## src/rtl/hz_pkg.sv

```systemverilog
package hz_pkg;
    localparam int REG_AW_DEF = 5;

    typedef enum logic [1:0] {
        SRC_RF    = 2'b00,
        SRC_EXMEM = 2'b01,
        SRC_MEMWB = 2'b10
    } opnd_src_e;

    typedef enum logic {
        ST_RUN          = 1'b0,
        ST_BR_LOAD_HOLD = 1'b1
    } stall_state_e;
endpackage

```

## src/rtl/hz_alu_fwd.sv

```systemverilog
module hz_alu_fwd
    import hz_pkg::*;
#(
    parameter int REG_AW = REG_AW_DEF
) (
    input  logic              clk,
    input  logic              rst_n,
    input  logic [REG_AW-1:0] src,
    input  logic [REG_AW-1:0] mem_rd,
    input  logic              mem_wen,
    input  logic [REG_AW-1:0] wb_rd,
    input  logic              wb_wen,
    output opnd_src_e         sel
);
    localparam logic [REG_AW-1:0] ZERO_REG = '0;

    logic hit_mem;
    logic hit_wb;

    assign hit_mem = mem_wen && (mem_rd != ZERO_REG) && (mem_rd == src);
    assign hit_wb  = wb_wen  && (wb_rd  != ZERO_REG) && (wb_rd  == src);

    always_comb begin
        if (hit_mem)      sel = SRC_EXMEM;
        else if (hit_wb)  sel = SRC_MEMWB;
        else              sel = SRC_RF;
    end

    assert_x0_no_fwd_R4: assert property (@(posedge clk) disable iff (!rst_n)
        (src == ZERO_REG) |-> (sel == SRC_RF));

    assert_newest_wins_R3: assert property (@(posedge clk) disable iff (!rst_n)
        (mem_wen && mem_rd == src && wb_wen && wb_rd == src && src != ZERO_REG)
        |-> (sel == SRC_EXMEM));
endmodule

```

## src/rtl/hz_branch_fwd.sv

```systemverilog
module hz_branch_fwd
    import hz_pkg::*;
#(
    parameter int REG_AW = REG_AW_DEF
) (
    input  logic [REG_AW-1:0] src,
    input  logic [REG_AW-1:0] mem_rd,
    input  logic              mem_wen,
    input  logic              mem_is_load,
    output logic              from_mem
);
    localparam logic [REG_AW-1:0] ZERO_REG = '0;

    assign from_mem = mem_wen && !mem_is_load &&
                      (mem_rd != ZERO_REG) && (mem_rd == src);
endmodule

```

## src/rtl/hz_stall_ctrl.sv

```systemverilog
module hz_stall_ctrl
    import hz_pkg::*;
#(
    parameter int REG_AW = REG_AW_DEF
) (
    input  logic              clk,
    input  logic              rst_n,
    input  logic [REG_AW-1:0] id_rs1,
    input  logic [REG_AW-1:0] id_rs2,
    input  logic              id_use1,
    input  logic              id_use2,
    input  logic              id_is_branch,
    input  logic              id_br_taken,
    input  logic [REG_AW-1:0] ex_rd,
    input  logic              ex_wen,
    input  logic              ex_is_load,
    output logic              stall,
    output logic              flush
);
    localparam logic [REG_AW-1:0] ZERO_REG = '0;

    stall_state_e state_q;
    stall_state_e state_d;

    logic id_reads_ex;
    logic load_hit;
    logic br_alu_hit;

    assign id_reads_ex = ex_wen && (ex_rd != ZERO_REG) &&
                         ((id_use1 && id_rs1 == ex_rd) ||
                          (id_use2 && id_rs2 == ex_rd));
    assign load_hit    = ex_is_load && id_reads_ex;
    assign br_alu_hit  = id_is_branch && !ex_is_load && id_reads_ex;

    always_ff @(posedge clk) begin
        if (!rst_n) state_q <= ST_RUN;
        else        state_q <= state_d;
    end

    always_comb begin
        state_d = state_q;
        stall   = 1'b0;
        flush   = 1'b0;
        unique case (state_q)
            ST_RUN: begin
                stall = load_hit || br_alu_hit;
                if (load_hit && id_is_branch) state_d = ST_BR_LOAD_HOLD;
            end
            ST_BR_LOAD_HOLD: begin
                stall   = 1'b1;
                state_d = ST_RUN;
            end
            default: begin
                stall   = 1'b0;
                state_d = ST_RUN;
            end
        endcase
        flush = id_is_branch && id_br_taken && !stall;
    end

    assert_br_load_two_cycles_R9: assert property (@(posedge clk) disable iff (!rst_n)
        (state_q == ST_RUN && id_is_branch && load_hit) |=> stall);

    assert_no_flush_while_stalled_R11: assert property (@(posedge clk) disable iff (!rst_n)
        stall |-> !flush);

    assert_hold_returns_R9: assert property (@(posedge clk) disable iff (!rst_n)
        (state_q == ST_BR_LOAD_HOLD) |=> (state_q == ST_RUN));
endmodule

```

## src/rtl/hazard_fwd_unit.sv

```systemverilog
module hazard_fwd_unit
    import hz_pkg::*;
#(
    parameter int REG_AW = REG_AW_DEF
) (
    input  logic              clk,
    input  logic              rst_n,
    input  logic [REG_AW-1:0] id_rs1,
    input  logic [REG_AW-1:0] id_rs2,
    input  logic              id_use1,
    input  logic              id_use2,
    input  logic              id_is_branch,
    input  logic              id_br_taken,
    input  logic [REG_AW-1:0] ex_rs1,
    input  logic [REG_AW-1:0] ex_rs2,
    input  logic [REG_AW-1:0] ex_rd,
    input  logic              ex_wen,
    input  logic              ex_is_load,
    input  logic [REG_AW-1:0] mem_rd,
    input  logic              mem_wen,
    input  logic              mem_is_load,
    input  logic [REG_AW-1:0] wb_rd,
    input  logic              wb_wen,
    output logic [1:0]        fwd_a,
    output logic [1:0]        fwd_b,
    output logic              fwd_br_a,
    output logic              fwd_br_b,
    output logic              pc_hold,
    output logic              ifid_hold,
    output logic              idex_bubble,
    output logic              ifid_flush
);
    localparam int NUM_OPND = 2;

    logic [REG_AW-1:0] ex_src [NUM_OPND];
    logic [REG_AW-1:0] id_src [NUM_OPND];
    opnd_src_e         alu_sel [NUM_OPND];
    logic              br_sel  [NUM_OPND];
    logic              stall;
    logic              flush;

    assign ex_src[0] = ex_rs1;
    assign ex_src[1] = ex_rs2;
    assign id_src[0] = id_rs1;
    assign id_src[1] = id_rs2;

    for (genvar g = 0; g < NUM_OPND; g++) begin : g_opnd
        hz_alu_fwd #(.REG_AW(REG_AW)) u_alu_fwd (
            .clk     (clk),
            .rst_n   (rst_n),
            .src     (ex_src[g]),
            .mem_rd  (mem_rd),
            .mem_wen (mem_wen),
            .wb_rd   (wb_rd),
            .wb_wen  (wb_wen),
            .sel     (alu_sel[g])
        );
        hz_branch_fwd #(.REG_AW(REG_AW)) u_br_fwd (
            .src         (id_src[g]),
            .mem_rd      (mem_rd),
            .mem_wen     (mem_wen),
            .mem_is_load (mem_is_load),
            .from_mem    (br_sel[g])
        );
    end

    hz_stall_ctrl #(.REG_AW(REG_AW)) u_stall (
        .clk          (clk),
        .rst_n        (rst_n),
        .id_rs1       (id_rs1),
        .id_rs2       (id_rs2),
        .id_use1      (id_use1),
        .id_use2      (id_use2),
        .id_is_branch (id_is_branch),
        .id_br_taken  (id_br_taken),
        .ex_rd        (ex_rd),
        .ex_wen       (ex_wen),
        .ex_is_load   (ex_is_load),
        .stall        (stall),
        .flush        (flush)
    );

    assign fwd_a       = alu_sel[0];
    assign fwd_b       = alu_sel[1];
    assign fwd_br_a    = br_sel[0];
    assign fwd_br_b    = br_sel[1];
    assign pc_hold     = stall;
    assign ifid_hold   = stall;
    assign idex_bubble = stall;
    assign ifid_flush  = flush;

    assert_loaduse_holds_R5: assert property (@(posedge clk) disable iff (!rst_n)
        (ex_is_load && ex_wen && ex_rd != '0 && id_use1 && id_rs1 == ex_rd)
        |-> (pc_hold && ifid_hold && idex_bubble));

    assert_x0_never_stalls_R4: assert property (@(posedge clk) disable iff (!rst_n)
        (ex_rd == '0 && !id_is_branch) |-> !idex_bubble);
endmodule

```

## config.mk

```make
export PLATFORM = sky130hd
export DESIGN_NAME = hazard_fwd_unit
export DESIGN_NICKNAME = d
export VERILOG_FILES = /design/src/rtl/hz_pkg.sv /design/src/rtl/hz_alu_fwd.sv /design/src/rtl/hz_branch_fwd.sv /design/src/rtl/hz_stall_ctrl.sv /design/src/rtl/hazard_fwd_unit.sv
export SDC_FILE = /design/constraint.sdc
export NUM_CORES = 1
export LEC_CHECK = 0
export BUFFER_PORTS_ARGS = -buffer_cell sky130_fd_sc_hd__buf_2
export CAP_MARGIN = 0
export CORE_AREA = 2 2 45 47
export CTS_BUF_LIST = sky130_fd_sc_hd__clkbuf_4
export DETAILED_ROUTE_END_ITERATION = 7
export DIE_AREA = 0 0 47 49
export GPL_TIMING_DRIVEN = 0
export PLACE_DENSITY = 0.87
export SETUP_SLACK_MARGIN = 0.05
export SYNTH_ARGS = -nofsm -noshare
export SYNTH_HDL_FRONTEND = slang
export SYNTH_SLANG_ARGS = --single-unit
```

## constraint.sdc

```tcl
create_clock -name clk -period 2 [get_ports clk]
set_clock_uncertainty 0.05 [all_clocks]
set_input_delay 0.2 -clock clk [delete_from_list [all_inputs] [get_ports clk]]
set_output_delay 0.2 -clock clk [all_outputs]
set_load 0.02 [all_outputs]
```

==> impl_results.html, run 1 <==
<table>
<tr><th>Metric</th><th>Value</th></tr>
<tr><th colspan="2">Timing</th></tr>
<tr><td>Clock period minus final worst setup slack</td><td>approximately 1900 ps</td></tr>
<tr><td>Slew Limit Headroom</td><td>77.2%</td></tr>
<tr><td>Count of final setup violators</td><td>0</td></tr>
<tr><td>Final clock period utilization by the worst path</td><td>93.1%</td></tr>
<tr><td>Transition time at the pin with the least slew margin</td><td>around 340 ps</td></tr>
<tr><td>Setup repair after global routing missed its margin</td><td>yes</td></tr>
<tr><td>Setup total negative slack</td><td>0 ps</td></tr>
<tr><td>Final Hold Viols</td><td>0</td></tr>
<tr><td>Fmax achieved</td><td>approximately 0.54 GHz</td></tr>
<tr><td>Final-report max-slew violation count</td><td>0</td></tr>
<tr><th colspan="2">CTS</th></tr>
<tr><td>Clock-pin slew of the registers on the worst-case setup and hold paths</td><td>0 ps</td></tr>
<tr><td>Clock latency reported for the late side of the worst-skew pair</td><td>0 ps</td></tr>
<tr><td>Hold buffer count at cts</td><td>0</td></tr>
<tr><th colspan="2">Layout</th></tr>
<tr><td>Largest registers</td><td>u_stall.state_q (1)</td></tr>
<tr><td>Flip-flop count of the largest register after layout</td><td>1</td></tr>
<tr><td>Register containing the most flip-flops in the final layout</td><td>u_stall.state_q</td></tr>
<tr><td>Fraction of layout instances using a drive strength above 1</td><td>50.8%</td></tr>
<tr><td>Area growth syn-to-layout</td><td>47.7%</td></tr>
<tr><td>Fin area</td><td>968 µm²</td></tr>
<tr><td>Antenna diodes</td><td>0</td></tr>
<tr><td>Count of nets after finishing</td><td>180</td></tr>
<tr><th colspan="2">Power and ir drop</th></tr>
<tr><td>Psw</td><td>94.4 µW</td></tr>
<tr><td>Standby leakage power</td><td>0.000446 µW</td></tr>
<tr><td>Total power consumption of the routed design</td><td>207 µW</td></tr>
<tr><td>Power density cells</td><td>213 nW/µm²</td></tr>
<tr><td>Part of the total power dissipated in the clock network</td><td>0%</td></tr>
<tr><td>VDD IR max</td><td>97.5 µV</td></tr>
<tr><td>Switching power as a share of total power</td><td>45.7%</td></tr>
<tr><td>Flop pwr share</td><td>9.9%</td></tr>
<tr><td>Logic gate share of total power</td><td>90.1%</td></tr>
<tr><td>Internal Dissipation</td><td>approximately 110 µW</td></tr>
<tr><th colspan="2">Placed design</th></tr>
<tr><td>Global placer's final weighted congestion</td><td>~0.77</td></tr>
<tr><td>Buffers added on ports</td><td>50</td></tr>
<tr><td>Half-perimeter wire length after detailed placement</td><td>1.69 mm</td></tr>
<tr><td>Cell area after placement</td><td>945 µm²</td></tr>
<tr><th colspan="2">Route</th></tr>
<tr><td>Antenna viol nets, final</td><td>0</td></tr>
<tr><td>DRT Pass-1 Iters</td><td>3</td></tr>
<tr><td>Drt first-iter violations</td><td>6</td></tr>
<tr><td>Final routed wirelength across all metal layers</td><td>1.90 mm</td></tr>
<tr><td>DRC violations left</td><td>0</td></tr>
<tr><td>Via/cell ratio</td><td>4.74</td></tr>
<tr><td>Routed wire length per instance</td><td>12.0 µm</td></tr>
<tr><td>Overall via count from detail_route</td><td>754</td></tr>
<tr><th colspan="2">Die</th></tr>
<tr><td>Die area</td><td>2300 µm²</td></tr>
<tr><td>Starting density of the core</td><td>35.6%</td></tr>
<tr><td>Number of rows created at floorplan</td><td>16</td></tr>
<tr><td>Boundary pin count</td><td>56</td></tr>
<tr><td>Vertical die dimension</td><td>a little under 50 µm</td></tr>
<tr><td>Placeable core region</td><td>1840 µm²</td></tr>
<tr><td>Die width</td><td>47 µm</td></tr>
<tr><th colspan="2">Worst setup path</th></tr>
<tr><td>Kind of end point of the critical path</td><td>primary output</td></tr>
<tr><td>Maximum net fanout on the critical path</td><td>3</td></tr>
<tr><td>Type of the worst setup path</td><td>primary input to primary output</td></tr>
<tr><td>Required time of the worst setup path</td><td>1750 ps</td></tr>
<tr><td>Arrival time of data at the critical path endpoint</td><td>1610 ps</td></tr>
<tr><td>Crit start category</td><td>primary input</td></tr>
<tr><th colspan="2">Global routing</th></tr>
<tr><td>Initial antenna violation count</td><td>0</td></tr>
<tr><td>Overall overflow remaining after global route</td><td>0</td></tr>
<tr><td>Largest net degree at the start of global routing</td><td>6</td></tr>
<tr><td>Vias in the first global route</td><td>approximately 680</td></tr>
<tr><td>First-pass GRT wire length</td><td>2.74 mm</td></tr>
<tr><td>All-Layer GR Usage</td><td>15.3%</td></tr>
<tr><th colspan="2">Logic synthesis</th></tr>
<tr><td>Post-synth EDFFs</td><td>0</td></tr>
<tr><td>Post-synthesis instance area</td><td>656 µm²</td></tr>
<tr><td>Synth warn</td><td>0</td></tr>
<tr><td>Post-synthesis cell count</td><td>81</td></tr>
<tr><td>Most used flip-flop cell after synthesis</td><td>dfxtp_1</td></tr>
<tr><td>Synth unique cells</td><td>24</td></tr>
<tr><td>Net Count, Synth</td><td>between 100 and 150</td></tr>
<tr><td>Synth async-reset ratio</td><td>0%</td></tr>
<tr><td>Sequential element share of the synthesized area</td><td>under 10%</td></tr>
<tr><td>Avg Cell Area, Syn</td><td>between 8 and 9 µm²</td></tr>
<tr><td>Number of flip-flops and latches in the synthesized netlist</td><td>1</td></tr>
<tr><th colspan="2">Run</th></tr>
<tr><td>MaxCap Viol Count</td><td>0</td></tr>
<tr><th colspan="2">Run status</th></tr>
<tr><td>Result of the run</td><td>finished, final reports clean</td></tr>
<tr><th colspan="2">Worst hold path</th></tr>
<tr><td>Hold crit path type</td><td>primary input to register</td></tr>
</table>
[synth_stat cells (all sizes together) (2+ instances only)]
library cell / number / area, µm²
buf: 6 / 46.3
clkbuf: 3 / 12.5
nand2: 2 / 7.51
nand3: 5 / 25.0
nor4: 8 / 75.1
o21ai: 3 / 26.3
or4: 5 / 41.3
xnor2: 18 / 158
xor2: 22 / 193
[logic make-up (layout without fill, tap and decap cells)]
group                  count (synthesis)  after routing  synth area share, %
AND/OR/NAND/NOR                       24             24                 26.0
XOR/XNOR                              40             40                 53.4
buffers and inverters                 10             61                 9.54
AO/OA/AOI/OAI                          6              6                 8.02
flip-flops                             1              1                 3.05
[layer usage]
| metal | up-vias | share of wire, % | wire length [µm] | GRT usage, % |
|---|---|---|---|---|
| li1 | 379 | - | - | - |
| met1 | 337 | 35 | 664 | 16.0 |
| met2 | 38 | 58 | 1100 | 32.6 |
| met3 | 0 | 7.5 | 142 | 0.370 |
| met4 | 0 | 0 | 0 | 0 |
| met5 | - | 0 | 0 | 0 |
[power groups by stage]
stage                     clock [µW]  combinational [µW]  sequential [µW]
after floorplan                    0                 103             20.4
after global placement             0                 174             20.4
after detailed placement           0                 180             20.4
after CTS                          0                 181             20.4
after global routing               0                 204             20.5
final                              0                 186             20.4
[cell type report]
type                    instances  area [µm²]
inverters                       1        3.75
well taps                      27        33.8
flip-flops and latches          1        20.0
multi-input cells              70         593
fillers                       189         873
repair buffers                 51         258
plain buffers                   9        60.1
[metrics by stage]
step	utilization, %	std cells	setup slack [ps]	hold slack [ps]
finish	52.6	159	138	416
global route	52.6	159	62.8	431
CTS	51.3	158	70.5	419
detailed placement	51.3	158	88.3	419
global placement	51.3	158	81.7	401
floorplan	-	81	116	281
[cells in the final DEF (no fill, tap or decap), types with 2 or more instances in the layout]
cell type	count
buf_2	51
nor4_2	4
buf_4	5
xnor2_1	18
or4_1	4
xor2_1	22
o21ai_1	2
nand2_1	2
nor4_1	3
nand3_1	5
clkbuf_2	2
[final timing paths]
path | startpoint | to | slack (ps) | cells past startpoint
worst max-delay path | id_rs1[4] | ifid_hold | 140 | 7
worst min-delay path | ex_is_load | u_stall.state_q | 420 | 3
worst max register to register | u_stall.state_q | u_stall.state_q | 1220 | 3
worst min register to register | u_stall.state_q | u_stall.state_q | 490 | 3
[worst max-delay path: stages]
cell and delay [ps]:
buf_2 120, xor2_1 160, nor4_2 280, a32oi_1 190, o31ai_2 350, buf_4 160, buf_2 150
[what timing repair did]
item / in CTS / in global routing
endpoints found under the setup margin: 0 / 4
setup buffers: 0 / 1
gates resized for setup: 0 / 4
Power figures use the tool's default switching activity.
==> run 2: changes to the inputs <==
==> constraint.sdc (replaced) <==
create_clock -name clk -period 2 [get_ports clk]
set_clock_uncertainty 0.05 [all_clocks]
set_input_delay 0.2 -clock clk [delete_from_list [all_inputs] [get_ports clk]]
set_output_delay 0.2 -clock clk [all_outputs]
set_load 0.005 [all_outputs]
==> run 2 against run 1 <==
Fmax grew 1.2%. Total power down 3.8%. Routed wire length fell by 1.5%. First-iteration DRC count is 33% lower. Sequential share of layout area stayed put. Core utilization did not move. Register-to-register slack got worse by 60 ps. Global-route usage up 1.3 points. Critical path depth shrank 1. Final area did not move. Die area stayed put. Via count rose by 1.7%. Critical path type unchanged. Critical endpoint is now fwd_a[1]. Largest power group unchanged. Highest routed layer is now met4.
==> impl_results.html, run 2 (synthesis gave the netlist of run 1 again) <==
<table>
<tr><th>Metric</th><th>Value</th></tr>
<tr><th colspan="2">Run status</th></tr>
<tr><td>Result of the run</td><td>finished, final reports clean</td></tr>
<tr><th colspan="2">Layout</th></tr>
<tr><td>Fraction of layout instances using a drive strength above 1</td><td>50.7% (about the same)</td></tr>
<tr><td>Antenna diodes</td><td>0 (unchanged)</td></tr>
<tr><td>Count of nets after finishing</td><td>182 (+1.1%)</td></tr>
<tr><td>Register containing the most flip-flops in the final layout</td><td>u_stall.state_q</td></tr>
<tr><td>Flip-flop count of the largest register after layout</td><td>1 (unchanged)</td></tr>
<tr><td>Most frequent standard cell in the layout excluding fill and tap cells</td><td>buf_2</td></tr>
<tr><td>Fin area</td><td>968 µm² (unchanged)</td></tr>
<tr><td>Most frequent cells in the layout</td><td>buf_2 (51), xor2_1 (22), xnor2_1 (18)</td></tr>
<tr><td>Area growth syn-to-layout</td><td>47.7% (unchanged)</td></tr>
<tr><td>Number of fill cells</td><td>192 (+1.6%)</td></tr>
<tr><td>Largest registers</td><td>u_stall.state_q (1)</td></tr>
<tr><th colspan="2">Die</th></tr>
<tr><td>Vertical die dimension</td><td>49 µm (unchanged)</td></tr>
<tr><td>Number of rows created at floorplan</td><td>16 (unchanged)</td></tr>
<tr><td>Die width</td><td>47 µm (unchanged)</td></tr>
<tr><td>Die area</td><td>2300 µm² (unchanged)</td></tr>
<tr><td>Boundary pin count</td><td>56 (unchanged)</td></tr>
<tr><td>Starting density of the core</td><td>35.6% (unchanged)</td></tr>
<tr><td>Placeable core region</td><td>1840 µm² (unchanged)</td></tr>
<tr><th colspan="2">Timing</th></tr>
<tr><td>Final-report max-slew violation count</td><td>0 (unchanged)</td></tr>
<tr><td>Final clock period utilization by the worst path</td><td>92.0% (-1.1 points)</td></tr>
<tr><td>Clock period minus final worst setup slack</td><td>1840 ps (-22.5 ps)</td></tr>
<tr><td>Setup repair after global routing missed its margin</td><td>yes</td></tr>
<tr><td>Fmax achieved</td><td>0.544 GHz (+1.2%)</td></tr>
<tr><td>Final Hold Viols</td><td>0 (unchanged)</td></tr>
<tr><td>Slew Limit Headroom</td><td>76.8% (-0.41 points)</td></tr>
<tr><td>Setup total negative slack</td><td>0 ps (unchanged)</td></tr>
<tr><td>Transition time at the pin with the least slew margin</td><td>348 ps (+6.13 ps)</td></tr>
<tr><td>Count of final setup violators</td><td>0 (unchanged)</td></tr>
<tr><th colspan="2">Route</th></tr>
<tr><td>Drt first-iter violations</td><td>4 (-2)</td></tr>
<tr><td>DRT Pass-1 Iters</td><td>4 (+1)</td></tr>
<tr><td>Via/cell ratio</td><td>4.76 (+0.46%)</td></tr>
<tr><td>Final routed wirelength across all metal layers</td><td>1.87 mm (-1.5%)</td></tr>
<tr><td>Antenna viol nets, final</td><td>0 (unchanged)</td></tr>
<tr><td>DRC violations left</td><td>0 (unchanged)</td></tr>
<tr><td>Routed wire length per instance</td><td>11.6 µm (-2.7%)</td></tr>
<tr><td>Overall via count from detail_route</td><td>767 (+1.7%)</td></tr>
<tr><th colspan="2">Worst setup path</th></tr>
<tr><td>Type of the worst setup path</td><td>primary input to primary output</td></tr>
<tr><td>Critical Path Slowest Stage Cell</td><td>or4_4</td></tr>
<tr><td>Maximum net fanout on the critical path</td><td>5 (+2)</td></tr>
<tr><td>Kind of end point of the critical path</td><td>primary output</td></tr>
<tr><td>Family with the most delay on the worst path</td><td>simple AND/OR/NAND/NOR gates</td></tr>
<tr><td>Bufs and invs on worst path</td><td>2 (-1)</td></tr>
<tr><td>Crit start category</td><td>primary input</td></tr>
<tr><td>Critical path, cell by cell</td><td>buf_2 &gt; or4_4 &gt; o21ai_4 &gt; nor4_2 &gt; nor4_2 &gt; buf_2</td></tr>
<tr><td>Arrival time of data at the critical path endpoint</td><td>1590 ps (-20 ps)</td></tr>
<tr><td>Required time of the worst setup path</td><td>1750 ps (about the same)</td></tr>
<tr><td>Maximum single-stage delay on the critical path</td><td>530 ps (+180 ps)</td></tr>
<tr><th colspan="2">Global routing</th></tr>
<tr><td>All-Layer GR Usage</td><td>16.7% (+1.3 points)</td></tr>
<tr><td>First-pass GRT wire length</td><td>3.02 mm (+10%)</td></tr>
<tr><td>Vias in the first global route</td><td>758 (+12%)</td></tr>
<tr><td>Initial antenna violation count</td><td>0 (unchanged)</td></tr>
<tr><td>Overall overflow remaining after global route</td><td>0 (unchanged)</td></tr>
<tr><td>Largest net degree at the start of global routing</td><td>6 (unchanged)</td></tr>
<tr><th colspan="2">Power and ir drop</th></tr>
<tr><td>Power density cells</td><td>205 nW/µm² (-3.8%)</td></tr>
<tr><td>VDD IR max</td><td>96.2 µV (-1.4%)</td></tr>
<tr><td>Standby leakage power</td><td>0.000453 µW (+1.7%)</td></tr>
<tr><th colspan="2">Run</th></tr>
<tr><td>MaxCap Viol Count</td><td>0 (unchanged)</td></tr>
<tr><th colspan="2">Placed design</th></tr>
<tr><td>Global placer's final weighted congestion</td><td>0.763 (-1.5%)</td></tr>
<tr><td>Buffers added on ports</td><td>50 (unchanged)</td></tr>
<tr><td>Half-perimeter wire length after detailed placement</td><td>1.70 mm (+0.67%)</td></tr>
<tr><td>Cell area after placement</td><td>940 µm² (-0.53%)</td></tr>
<tr><th colspan="2">CTS</th></tr>
<tr><td>Clock latency reported for the late side of the worst-skew pair</td><td>0 ps (unchanged)</td></tr>
<tr><td>Clock-pin slew of the registers on the worst-case setup and hold paths</td><td>0 ps (unchanged)</td></tr>
<tr><th colspan="2">Worst hold path</th></tr>
<tr><td>Hold crit path type</td><td>primary input to register</td></tr>
</table>
-- run 2: area by class of cell --
| type | count | area (µm²) | area share, % |
|---|---|---|---|
| Buffer | 9 | 60.1 | 6.20 |
| Sequential cell | 1 | 20.0 | 2.07 |
| Tap cell | 27 | 33.8 | 3.49 |
| Inverter | 1 | 3.75 | 0.388 |
| Timing Repair Buffer | 53 | 273 | 28.2 |
| Multi-Input combinational cell | 70 | 578 | 59.7 |
-- run 2: path summary, 6_finish.rpt --
kind / depth (start not counted) / start / slack (ps) / end
hold / removal: 3 / rst_n / 420 / u_stall.state_q
hold reg to reg: 3 / u_stall.state_q / 500 / u_stall.state_q
setup / recovery: 6 / mem_rd[3] / 160 / fwd_a[1]
setup reg to reg: 3 / u_stall.state_q / 1160 / u_stall.state_q
-- run 2: per-layer routing --
metal	GRT usage, %	wire, µm	vias to the layer above
met3	0.741	194	2
met4	1.39	14	0
li1	-	-	384
met2	35.8	1030	43
met5	0	0	-
met1	16.2	633	338
-- run 2: timing repair --
item                       4_1_cts  5_1_grt
gates cloned                     0        0
pin swaps                        0        3
gates resized for setup          1        2
hold buffers                     0        0
buffers inserted                 0        3
setup endpoints to repair        2        4
-- run 2: worst min-delay path, cell delays in order --
cell,delay (ps)
buf_2,100
nand3_1,70
nor3_1,50
-- run 2: power breakdown --
group	switching, µW	internal [µW]
Clock	0	0
Combinational	85.2	93.2
Sequential	0.0308	20.4
-- run 2: metrics by stage --
step	std cells	worst slack [ps]	hold slack (ps)	util [%]	total power, µW
after floorplan	81	351	281	-	118
after global placement	158	138	413	51.0	189
after detailed placement	158	35.5	418	51.0	195
after CTS	158	112	418	51.3	197
after global routing	161	48.8	434	52.6	217
final	161	160	421	52.6	199
==> run 3: changes to the inputs <==
--- a/config.mk
+++ b/config.mk
@@ -12,7 +12,7 @@
 export DETAILED_ROUTE_END_ITERATION = 7
 export DIE_AREA = 0 0 47 49
 export GPL_TIMING_DRIVEN = 0
-export PLACE_DENSITY = 0.87
+export PLACE_DENSITY = 0.75
 export SETUP_SLACK_MARGIN = 0.05
 export SYNTH_ARGS = -nofsm -noshare
 export SYNTH_HDL_FRONTEND = slang
==> run 3 against run 2 <==
Register-to-register slack gained 40 ps. Cell count decreased by 1.9%. Die area stayed put. Routed wire length down 1.6%. Hold slack worse by 14 ps. Total power fell by 2.0%. Global-route usage decreased by 0.91 points. Core utilization down 1.2 points. Final area fell by 2.3%. Setup slack worse by 21 ps. Sequential share of layout area about the same. Sequential cell count did not move. Critical path type unchanged. Largest power group unchanged.
==> impl_results.html, run 3 (synthesis gave the netlist of run 1 again) <==
<table>
<tr><th>Metric</th><th>Value</th></tr>
<tr><th colspan="2">Worst setup path</th></tr>
<tr><td>Maximum net fanout on the critical path</td><td>5 (unchanged)</td></tr>
<tr><td>Type of the worst setup path</td><td>primary input to primary output</td></tr>
<tr><td>Kind of end point of the critical path</td><td>primary output</td></tr>
<tr><td>Arrival time of data at the critical path endpoint</td><td>1610 ps (+20 ps)</td></tr>
<tr><td>Family with the most delay on the worst path</td><td>simple AND/OR/NAND/NOR gates</td></tr>
<tr><td>Maximum single-stage delay on the critical path</td><td>530 ps (about the same)</td></tr>
<tr><td>Critical path, cell by cell</td><td>buf_2 &gt; or4_4 &gt; o21ai_4 &gt; nor4_2 &gt; nor4_2 &gt; buf_2</td></tr>
<tr><td>Crit start category</td><td>primary input</td></tr>
<tr><td>Bufs and invs on worst path</td><td>2 (unchanged)</td></tr>
<tr><td>Critical Path Slowest Stage Cell</td><td>or4_4</td></tr>
<tr><td>Required time of the worst setup path</td><td>1750 ps (about the same)</td></tr>
<tr><th colspan="2">Power and ir drop</th></tr>
<tr><td>Internal Dissipation</td><td>110 µW (-2.9%)</td></tr>
<tr><td>VDD IR max</td><td>114 µV (+19%)</td></tr>
<tr><td>Logic gate share of total power</td><td>89.5% (-0.2 points)</td></tr>
<tr><td>Standby leakage power</td><td>0.000439 µW (-3.1%)</td></tr>
<tr><td>Power density cells</td><td>206 nW/µm² (+0.33%)</td></tr>
<tr><td>Switching power as a share of total power</td><td>43.4% (+0.53 points)</td></tr>
<tr><td>Flop pwr share</td><td>10.5% (+0.2 points)</td></tr>
<tr><td>Part of the total power dissipated in the clock network</td><td>0% (unchanged)</td></tr>
<tr><td>Psw</td><td>84.6 µW (-0.79%)</td></tr>
<tr><th colspan="2">Die</th></tr>
<tr><td>Die width</td><td>47 µm (unchanged)</td></tr>
<tr><td>Starting density of the core</td><td>35.6% (unchanged)</td></tr>
<tr><td>Die area</td><td>2300 µm² (unchanged)</td></tr>
<tr><td>Boundary pin count</td><td>56 (unchanged)</td></tr>
<tr><td>Number of rows created at floorplan</td><td>16 (unchanged)</td></tr>
<tr><td>Placeable core region</td><td>1840 µm² (unchanged)</td></tr>
<tr><td>Vertical die dimension</td><td>49 µm (unchanged)</td></tr>
<tr><th colspan="2">Timing</th></tr>
<tr><td>Fmax achieved</td><td>0.537 GHz (-1.1%)</td></tr>
<tr><td>Slew Limit Headroom</td><td>77.5% (+0.67 points)</td></tr>
<tr><td>Final clock period utilization by the worst path</td><td>93.0% (+1.0 points)</td></tr>
<tr><td>Final-report max-slew violation count</td><td>0 (unchanged)</td></tr>
<tr><td>Setup repair after global routing missed its margin</td><td>no</td></tr>
<tr><td>Setup total negative slack</td><td>0 ps (unchanged)</td></tr>
<tr><td>Transition time at the pin with the least slew margin</td><td>338 ps (-9.98 ps)</td></tr>
<tr><td>Final Hold Viols</td><td>0 (unchanged)</td></tr>
<tr><td>Count of final setup violators</td><td>0 (unchanged)</td></tr>
<tr><td>Clock period minus final worst setup slack</td><td>1860 ps (+20.7 ps)</td></tr>
<tr><th colspan="2">Placed design</th></tr>
<tr><td>Half-perimeter wire length after detailed placement</td><td>1.67 mm (-1.7%)</td></tr>
<tr><td>Buffers added on ports</td><td>50 (unchanged)</td></tr>
<tr><td>Global placer's final weighted congestion</td><td>0.765 (+0.25%)</td></tr>
<tr><td>Cell area after placement</td><td>940 µm² (unchanged)</td></tr>
<tr><th colspan="2">Layout</th></tr>
<tr><td>Most frequent standard cell in the layout excluding fill and tap cells</td><td>buf_2</td></tr>
<tr><td>Fin area</td><td>946 µm² (-2.3%)</td></tr>
<tr><td>Largest registers</td><td>u_stall.state_q (1)</td></tr>
<tr><td>Register containing the most flip-flops in the final layout</td><td>u_stall.state_q</td></tr>
<tr><td>Antenna diodes</td><td>0 (unchanged)</td></tr>
<tr><td>Most frequent cells in the layout</td><td>buf_2 (51), xor2_1 (22), xnor2_1 (18)</td></tr>
<tr><td>Area growth syn-to-layout</td><td>44.3%</td></tr>
<tr><td>Count of nets after finishing</td><td>179 (-1.6%)</td></tr>
<tr><td>Fraction of layout instances using a drive strength above 1</td><td>49.6% (-1.1 points)</td></tr>
<tr><td>Flip-flop count of the largest register after layout</td><td>1 (unchanged)</td></tr>
<tr><th colspan="2">Global routing</th></tr>
<tr><td>Met3 routing resource usage after global routing</td><td>2.22% (+1.5 points)</td></tr>
<tr><td>Vias in the first global route</td><td>682 (-10%)</td></tr>
<tr><td>Initial antenna violation count</td><td>0 (unchanged)</td></tr>
<tr><td>Grt peak-use layer</td><td>met2</td></tr>
<tr><td>All-Layer GR Usage</td><td>15.8% (-0.91 points)</td></tr>
<tr><td>Met2 demand-to-capacity share in global routing</td><td>31.3% (-4.6 points)</td></tr>
<tr><td>Overall overflow remaining after global route</td><td>0 (unchanged)</td></tr>
<tr><td>Grt met1 use</td><td>17.6% (+1.4 points)</td></tr>
<tr><td>First-pass GRT wire length</td><td>2.82 mm (-6.4%)</td></tr>
<tr><td>Largest net degree at the start of global routing</td><td>6 (unchanged)</td></tr>
<tr><th colspan="2">Route</th></tr>
<tr><td>DRT Pass-1 Iters</td><td>3 (-1)</td></tr>
<tr><td>Via/cell ratio</td><td>4.68 (-1.8%)</td></tr>
<tr><td>Drt first-iter violations</td><td>2 (-2)</td></tr>
<tr><td>Overall via count from detail_route</td><td>739 (-3.7%)</td></tr>
<tr><td>Final routed wirelength across all metal layers</td><td>1.84 mm (-1.6%)</td></tr>
<tr><td>Routed wire length per instance</td><td>11.7 µm (+0.27%)</td></tr>
<tr><td>DRC violations left</td><td>0 (unchanged)</td></tr>
<tr><td>Antenna viol nets, final</td><td>0 (unchanged)</td></tr>
<tr><th colspan="2">CTS</th></tr>
<tr><td>Clock-pin slew of the registers on the worst-case setup and hold paths</td><td>0 ps (unchanged)</td></tr>
<tr><td>Number of buffers inserted to repair setup after CTS</td><td>0 (unchanged)</td></tr>
<tr><td>Clock latency reported for the late side of the worst-skew pair</td><td>0 ps (unchanged)</td></tr>
<tr><th colspan="2">Run status</th></tr>
<tr><td>Result of the run</td><td>finished, final reports clean</td></tr>
<tr><th colspan="2">Worst hold path</th></tr>
<tr><td>Hold crit path type</td><td>primary input to register</td></tr>
<tr><th colspan="2">Run</th></tr>
<tr><td>MaxCap Viol Count</td><td>0 (unchanged)</td></tr>
</table>
run 3: worst paths after layout:
kind                      to  slack (ps)  cells past startpoint       startpoint
min reg2reg  u_stall.state_q         490                      3  u_stall.state_q
max                 fwd_b[1]         140                      6        mem_rd[3]
min          u_stall.state_q         410                      3       ex_is_load
max reg2reg  u_stall.state_q        1200                      3  u_stall.state_q
run 3: power by group through the flow:
stage                     clock (µW)  combinational, µW  sequential (µW)
after global placement             0                168             20.4
after global routing               0                193             20.5
after detailed placement           0                175             20.4
after floorplan                    0               97.8             20.4
after CTS                          0                175             20.4
final                              0                174             20.4
run 3: cell type report:
cell class	count	area (µm²)
buffer	9	60.1
fill	194	896
inverter	1	3.75
multi-input combinational	70	578
sequential	1	20.0
tap	27	33.8
timing repair buffer	50	250
run 3: per-layer routing:
layer	routed length, µm	vias to the layer above
met5	0	-
met4	0	0
met3	186	0
met2	992	40
met1	665	322
li1	-	377
run 3: per-stage QoR:
step | total power (µW) | cells | hold WS (ps) | setup slack, ps | utilization (%)
after floorplan | 118 | 81 | 281 | 351 | -
after global placement | 189 | 158 | 406 | 139 | 51.0
after detailed placement | 195 | 158 | 406 | 92.7 | 51.0
after CTS | 196 | 158 | 408 | 94.4 | 51.0
after global routing | 213 | 158 | 426 | 57.0 | 51.4
final | 195 | 158 | 407 | 139 | 51.4
run 3: timing repair:
action                     in CTS  in global routing
resized for setup               0                  3
setup endpoints to repair       0                  4
hold buffers                    0                  0
run 3: tightest hold or removal path: stages:
cell	delay (ps)
buf_2	100
nand3_1	60
nor3_1	40
